<file path="config.mk">
export PLATFORM = sky130hd
export DESIGN_NAME = adc_scan_seq
export DESIGN_NICKNAME = d
export VERILOG_FILES = /design/src/rtl/adc_scan_seq.sv
export SDC_FILE = /design/constraint.sdc
export NUM_CORES = 1
export LEC_CHECK = 0
export ABC_AREA = 0
export CORE_ASPECT_RATIO = 1.2
export CORE_MARGIN = 2
export CORE_UTILIZATION = 30
export DETAILED_ROUTE_END_ITERATION = 16
export SETUP_SLACK_MARGIN = 0.02
export SLEW_MARGIN = 10
export SYNTH_ARGS = -nofsm -noshare
export SYNTH_HDL_FRONTEND = slang
export SYNTH_SLANG_ARGS = --single-unit
export TNS_END_PERCENT = 1
</file>
<file path="constraint.sdc">
create_clock -name clk -period 4.8 [get_ports clk]
set_input_delay 1.44 -clock clk [delete_from_list [all_inputs] [get_ports clk]]
set_output_delay 1.44 -clock clk [all_outputs]
set_load 0.01 [all_outputs]
</file>
<file path="src/rtl/adc_scan_seq.sv">
module adc_scan_seq #(
  parameter int NCH       = 4,
  parameter int CW        = 8,
  parameter int BUS_RATIO = 1,
  parameter int CONV_CYC  = 32,
  parameter int REF_SAMP  = 15,
  parameter int SH_WAIT   = 13,
  parameter int SH_END    = 3,
  parameter int DIAG_GAP  = 2,
  parameter int RES_W     = 12,
  localparam int CHW      = $clog2(NCH)
) (
  input  logic              clk,
  input  logic              rst_n,
  input  logic              trig_sw,
  input  logic              trig_sync,
  input  logic              trig_async,
  input  logic [NCH-1:0]    ch_mask,
  input  logic [NCH*CW-1:0] samp_cfg,
  input  logic              sh_en,
  input  logic [NCH-1:0]    sh_mask,
  input  logic [CW-1:0]     sh_samp,
  input  logic              diag_en,
  input  logic              diag_after,
  input  logic [CW-1:0]     diag_samp,
  input  logic [3:0]        dis_cnt,
  output logic              ph_start,
  output logic              ph_sh,
  output logic              ph_samp,
  output logic              ph_conv,
  output logic              ph_end,
  output logic              diag_act,
  output logic [CHW-1:0]    cur_ch,
  output logic              busy,
  output logic              done,
  output logic              res_valid,
  output logic [RES_W-1:0]  res_data
);
  localparam int CNT_W = CW + 5;

  typedef enum logic [3:0] {
    S_IDLE, S_START, S_SHS, S_SHW, S_DGS, S_DGC, S_GAP, S_DIS, S_SMP, S_CNV, S_SHE, S_END
  } st_t;
  typedef enum logic [2:0] {K_NONE, K_PRE, K_FIRST, K_NEXT, K_TAIL, K_POST} stp_t;

  st_t st, n_st;
  logic [CNT_W-1:0] cnt, n_cnt, start_len;
  logic [CHW-1:0] ch, n_ch, ec, f_idx, n_idx;
  logic f_ok, n_ok, enter, done_q;
  stp_t stp;

  wire sh_act     = sh_en && |(ch_mask & sh_mask);
  wire diag_first = diag_en && !diag_after;
  wire trig_any   = trig_sw || trig_sync || trig_async;

  function automatic logic [CNT_W-1:0] len1(input logic [CW-1:0] v);
    return (v == '0) ? CNT_W'(1) : CNT_W'(v);
  endfunction

  function automatic logic [CNT_W-1:0] smp_len(input logic [CHW-1:0] c);
    logic [CW-1:0] v;
    v = samp_cfg[int'(c)*CW +: CW];
    return (int'(c) == NCH-1) ? CNT_W'(REF_SAMP) : len1(v);
  endfunction

  always_comb begin
    if (trig_sw)        start_len = CNT_W'(diag_first ? 6 : 4);
    else if (trig_sync) start_len = CNT_W'(2*BUS_RATIO + (diag_first ? 6 : 4));
    else                start_len = diag_first ? CNT_W'(4*BUS_RATIO + 6) : CNT_W'(2*BUS_RATIO + 4);
  end

  always_comb begin
    f_ok = 1'b0; f_idx = '0; n_ok = 1'b0; n_idx = '0;
    for (int i = NCH-1; i >= 0; i--) begin
      if (ch_mask[i]) begin
        f_ok = 1'b1; f_idx = CHW'(i);
        if (i > int'(ch)) begin n_ok = 1'b1; n_idx = CHW'(i); end
      end
    end
  end

  always_comb begin
    n_st = st; n_cnt = cnt - 1'b1; n_ch = ch; stp = K_NONE; ec = ch; enter = 1'b0;
    if (st == S_IDLE) begin
      n_cnt = cnt;
      if (trig_any) begin n_st = S_START; n_cnt = start_len - 1'b1; end
    end else if (cnt == '0) begin
      case (st)
        S_START: if (sh_act) begin n_st = S_SHS; n_cnt = len1(sh_samp) - 1'b1; end
                 else stp = K_PRE;
        S_SHS:   begin n_st = S_SHW; n_cnt = CNT_W'(SH_WAIT - 1); end
        S_SHW:   stp = K_PRE;
        S_DGS:   begin n_st = S_DGC; n_cnt = CNT_W'(CONV_CYC - 1); end
        S_DGC:   if (diag_after) stp = K_POST;
                 else begin n_st = S_GAP; n_cnt = CNT_W'(DIAG_GAP - 1); end
        S_GAP:   if (diag_after) begin n_st = S_DGS; n_cnt = len1(diag_samp) - 1'b1; end
                 else stp = K_FIRST;
        S_DIS:   if (sh_en && sh_mask[ch]) begin n_st = S_CNV; n_cnt = CNT_W'(CONV_CYC - 1); end
                 else begin n_st = S_SMP; n_cnt = smp_len(ch) - 1'b1; end
        S_SMP:   begin n_st = S_CNV; n_cnt = CNT_W'(CONV_CYC - 1); end
        S_CNV:   stp = K_NEXT;
        S_SHE:   begin n_st = S_END; n_cnt = CNT_W'(BUS_RATIO + 2); end
        default: begin n_st = S_IDLE; n_cnt = '0; end
      endcase
      if (stp == K_PRE) begin
        if (diag_first) begin n_st = S_DGS; n_cnt = len1(diag_samp) - 1'b1; end
        else stp = K_FIRST;
      end
      if (stp == K_FIRST) begin
        if (f_ok) begin enter = 1'b1; ec = f_idx; end else stp = K_TAIL;
      end
      if (stp == K_NEXT) begin
        if (n_ok) begin enter = 1'b1; ec = n_idx; end else stp = K_TAIL;
      end
      if (stp == K_TAIL) begin
        if (diag_en && diag_after) begin n_st = S_GAP; n_cnt = CNT_W'(DIAG_GAP - 1); end
        else stp = K_POST;
      end
      if (stp == K_POST) begin
        if (sh_act) begin n_st = S_SHE; n_cnt = CNT_W'(SH_END - 1); end
        else begin n_st = S_END; n_cnt = CNT_W'(BUS_RATIO + 2); end
      end
      if (enter) begin
        n_ch = ec;
        if (dis_cnt != 4'd0) begin n_st = S_DIS; n_cnt = CNT_W'(dis_cnt) - 1'b1; end
        else if (sh_en && sh_mask[ec]) begin n_st = S_CNV; n_cnt = CNT_W'(CONV_CYC - 1); end
        else begin n_st = S_SMP; n_cnt = smp_len(ec) - 1'b1; end
      end
    end
  end

  always_ff @(posedge clk or negedge rst_n) begin
    if (!rst_n) begin
      st <= S_IDLE; cnt <= '0; ch <= '0; done_q <= 1'b0;
    end else begin
      st <= n_st; cnt <= n_cnt; ch <= n_ch;
      done_q <= (st == S_END) && (cnt == '0);
    end
  end

  assign ph_start  = st == S_START;
  assign ph_sh     = st == S_SHS || st == S_SHW || st == S_SHE;
  assign ph_samp   = st == S_SMP || st == S_DGS;
  assign ph_conv   = st == S_CNV || st == S_DGC;
  assign ph_end    = st == S_END;
  assign diag_act  = st == S_DGS || st == S_DGC;
  assign cur_ch    = ch;
  assign busy      = st != S_IDLE;
  assign done      = done_q;
  assign res_valid = st == S_CNV && cnt == '0;
  assign res_data  = RES_W'(ch);
endmodule

</file>
==> metrics <==
post-synthesis register bit count 20; Residual DRC 0; worst-path fanout max 4; DR top layer met4; unrepaired setup endpoints after global routing true; syn avg cell area 7.117 um^2; most common cell after layout, fill and taps aside buf_4; Worst Path Required 4.96 ns; EDFF count, synth 0; CP Class in2reg; Met2 Wirelength 7910 um; n_diodes 0; Port Buffers 80; Clk network pwr share 0.124; Placer Congestion roughly 1; leakage power 2.286 nW; Bufs on Longest Clock Path 2; DR vias about 4700; worst-margin pin slew 1.026 ns; global-route wire length before repair 24850 um; via/cell ratio 5.462; Max VDD drop 0.0001788 V; Nets just under 800; max capacitance violation total 0; metal3 WL roughly 550 um; commonest cells after routing, fill and taps aside 115 x buf_4, 76 x nand2_1, 70 x clkdlybuf4s50_1, 50 x a21oi_1, 49 x nor2_1; clk sinks 20; Metal-1 WL ~6600 um; initial antenna violation count 0; Final Skew 0.005777 ns; Placed Area 0.005453 mm^2; Startpoint Class input pin; dpl hpwl 13080 um; Netlist cell types 80; sw power 0.6286 mW; initial DRC count around 230; Post-CTS Hold Buffers 0; Seq pwr share 0.237; Post-Layout Cell Count 866; fmax roughly 210 MHz; post-layout minimum cycle time 4.690 ns; Tcrit/Tclk final 0.9770; Hold Crit Class reg2reg; worst setup path start diag_after; TritonRoute pass-1 iters 4; Comb pwr share 0.639; Antenna Nets Post-Route 0; wire per inst 17.98 um; TritonCTS buffer count 3; Post-Place Worst Slack -0.7235 ns; Max Slew Vio Count 0; run status completed; H-tree Lvls 1; internal power 0.7601 mW; num ports 91; reg2reg path depth 16; row count 44; Seq/Total Area, Yosys 0.1322; final WL 15570 um; share of post-route cells with drive strength above 1 0.2298; Post-Synthesis Cells ~530; Die Span X around 110 um; worst r2r src st[0]$_DFFE_PN0P_; Worst setup EP type flop; crit path DAT 4.85 ns; Fin. Hold Viols 0; Post-synth ARST share 1.000; Total GRT Usage 0.2295; Placed Cells 858; final setup margin 0.1104 ns; Worst-path clk slew 0.06 ns; final setup fails 0; ys flop type dfrtp_1; warnings from Yosys 0; clk_lat worst skew 0.25 ns; root buffer cell clkbuf_16; Starting Density 0.3098; Core ar. 0.01222 mm^2; CTS tree built; Die Ht 127.1 um; pwr dens 244.6 mW/mm^2; hold path depth 1; vias in the first global route 4915; Max-slew headroom 0.3136; Die Area ~0.014 mm^2; switch share 0.4527; largest net degree at the start of global routing 24; synthesized area 0.003786 mm^2; grt ovf 0; Synth-to-Final Area Change 49.97%; fin area ~0.0057 mm^2; Hold Startpoint cnt[8]$_DFFE_PN0P_
[logic make-up (layout without fill, tap and decap cells)]
family	count (synthesis)	after routing	share of synthesized area
AO/OA/AOI/OAI	175	175	0.3186
adder cells (fa/ha/maj)	8	8	0.02644
multiplexers	26	26	0.09286
XOR/XNOR	22	22	0.05089
flip-flops	20	20	0.1322
other	1	10	0.0009905
buffers and inverters	51	215	0.07039
AND/OR/NAND/NOR	229	229	0.3077
[critical path, cell delays in order]
cell	delay, ns
clkdlybuf4s15_1	0.24
nand2_1	0.06
o311a_1	0.37
a21boi_4	0.17
o21a_4	0.25
o311a_4	0.38
buf_4	0.15
mux2i_2	0.24
a2bb2oi_2	0.11
a21oi_4	0.17
ha_4	0.16
o211ai_1	0.09
o22ai_2	0.20
and4_4	0.27
a311o_1	0.19
nand2_1	0.11
o31ai_2	0.23
[sequential cells by signal, indices dropped and copies added, names as in the netlist]
| signal | cells |
|---|---|
| cur_ch | 2 |
| done | 1 |
| cnt | 13 |
| st | 4 |
[per-layer routing]
layer,up-vias,global-route usage
met4,0,0.07639
met3,28,0.01990
met5,-,0
li1,2332,-
met2,138,0.4235
met1,2232,0.2789
[worst paths after layout]
check                                     endpoint  slack, ns
worst min-delay path            cnt[8]$_DFFE_PN0P_       0.52
worst max-delay path            cnt[8]$_DFFE_PN0P_       0.11
worst max register to register  cnt[8]$_DFFE_PN0P_       0.68
worst min register to register  cnt[8]$_DFFE_PN0P_       0.52
min in group asynchronous        st[1]$_DFFE_PN0P_       1.76
max in group asynchronous       cnt[0]$_DFFE_PN0P_       2.42
[timing repair]
item,in CTS,in global routing
endpoints found under the setup margin,10,9
endpoints found under the hold margin,0,0
resized for setup,22,15
pin swaps,12,7
buffers inserted,5,0
[Yosys cell counts (all sizes together) (8+ instances only)]
cell type,count,area share
nand2,76,0.075
buf,26,0.046
nor2,50,0.050
nor3,26,0.034
inv,16,0.016
nor4,10,0.017
or3,9,0.015
dfrtp,20,0.13
o211ai,8,0.019
ha,8,0.026
xor2,10,0.023
nand3,9,0.012
clkbuf,9,0.0089
xnor2,12,0.028
o22ai,11,0.018
o21ai,36,0.048
nor2b,10,0.017
a21oi,53,0.070
a31oi,9,0.015
mux2i,16,0.042
[area by class of cell]
class	count	area [um^2]
multi-input cells	470	3173
clock buffers	3	75.07
flip-flops and latches	20	500.5
fillers	1284	6544
well taps	161	201.4
inverters	16	60.06
repair buffers	196	1668
[stage by stage]
| step | hold WS [ns] | power [mW] | util | setup TNS, ns |
|---|---|---|---|---|
| 2_1_floorplan | 0.4607 | 0.8010 | - | 0 |
| 3_3_place_gp | 0.4931 | 1.160 | 0.4462 | -3.597 |
| 3_5_place_dp | 0.5083 | 1.166 | 0.4462 | -5.274 |
| 4_1_cts | 0.5164 | 1.367 | 0.4600 | 0 |
| 5_1_grt | 0.5509 | 1.494 | 0.4646 | -0.1693 |
| 6_report | 0.5210 | 1.389 | 0.4646 | 0 |
[power by group through the flow]
stage / Clock [mW] / Combinational [mW] / Sequential (mW)
2_1_floorplan: 0 / 0.527 / 0.274
3_3_place_gp: 0 / 0.841 / 0.319
3_5_place_dp: 0 / 0.844 / 0.322
4_1_cts: 0.174 / 0.872 / 0.322
5_1_grt: 0.185 / 0.970 / 0.338
6_report: 0.172 / 0.888 / 0.329
(Power assumes the default switching activity.)
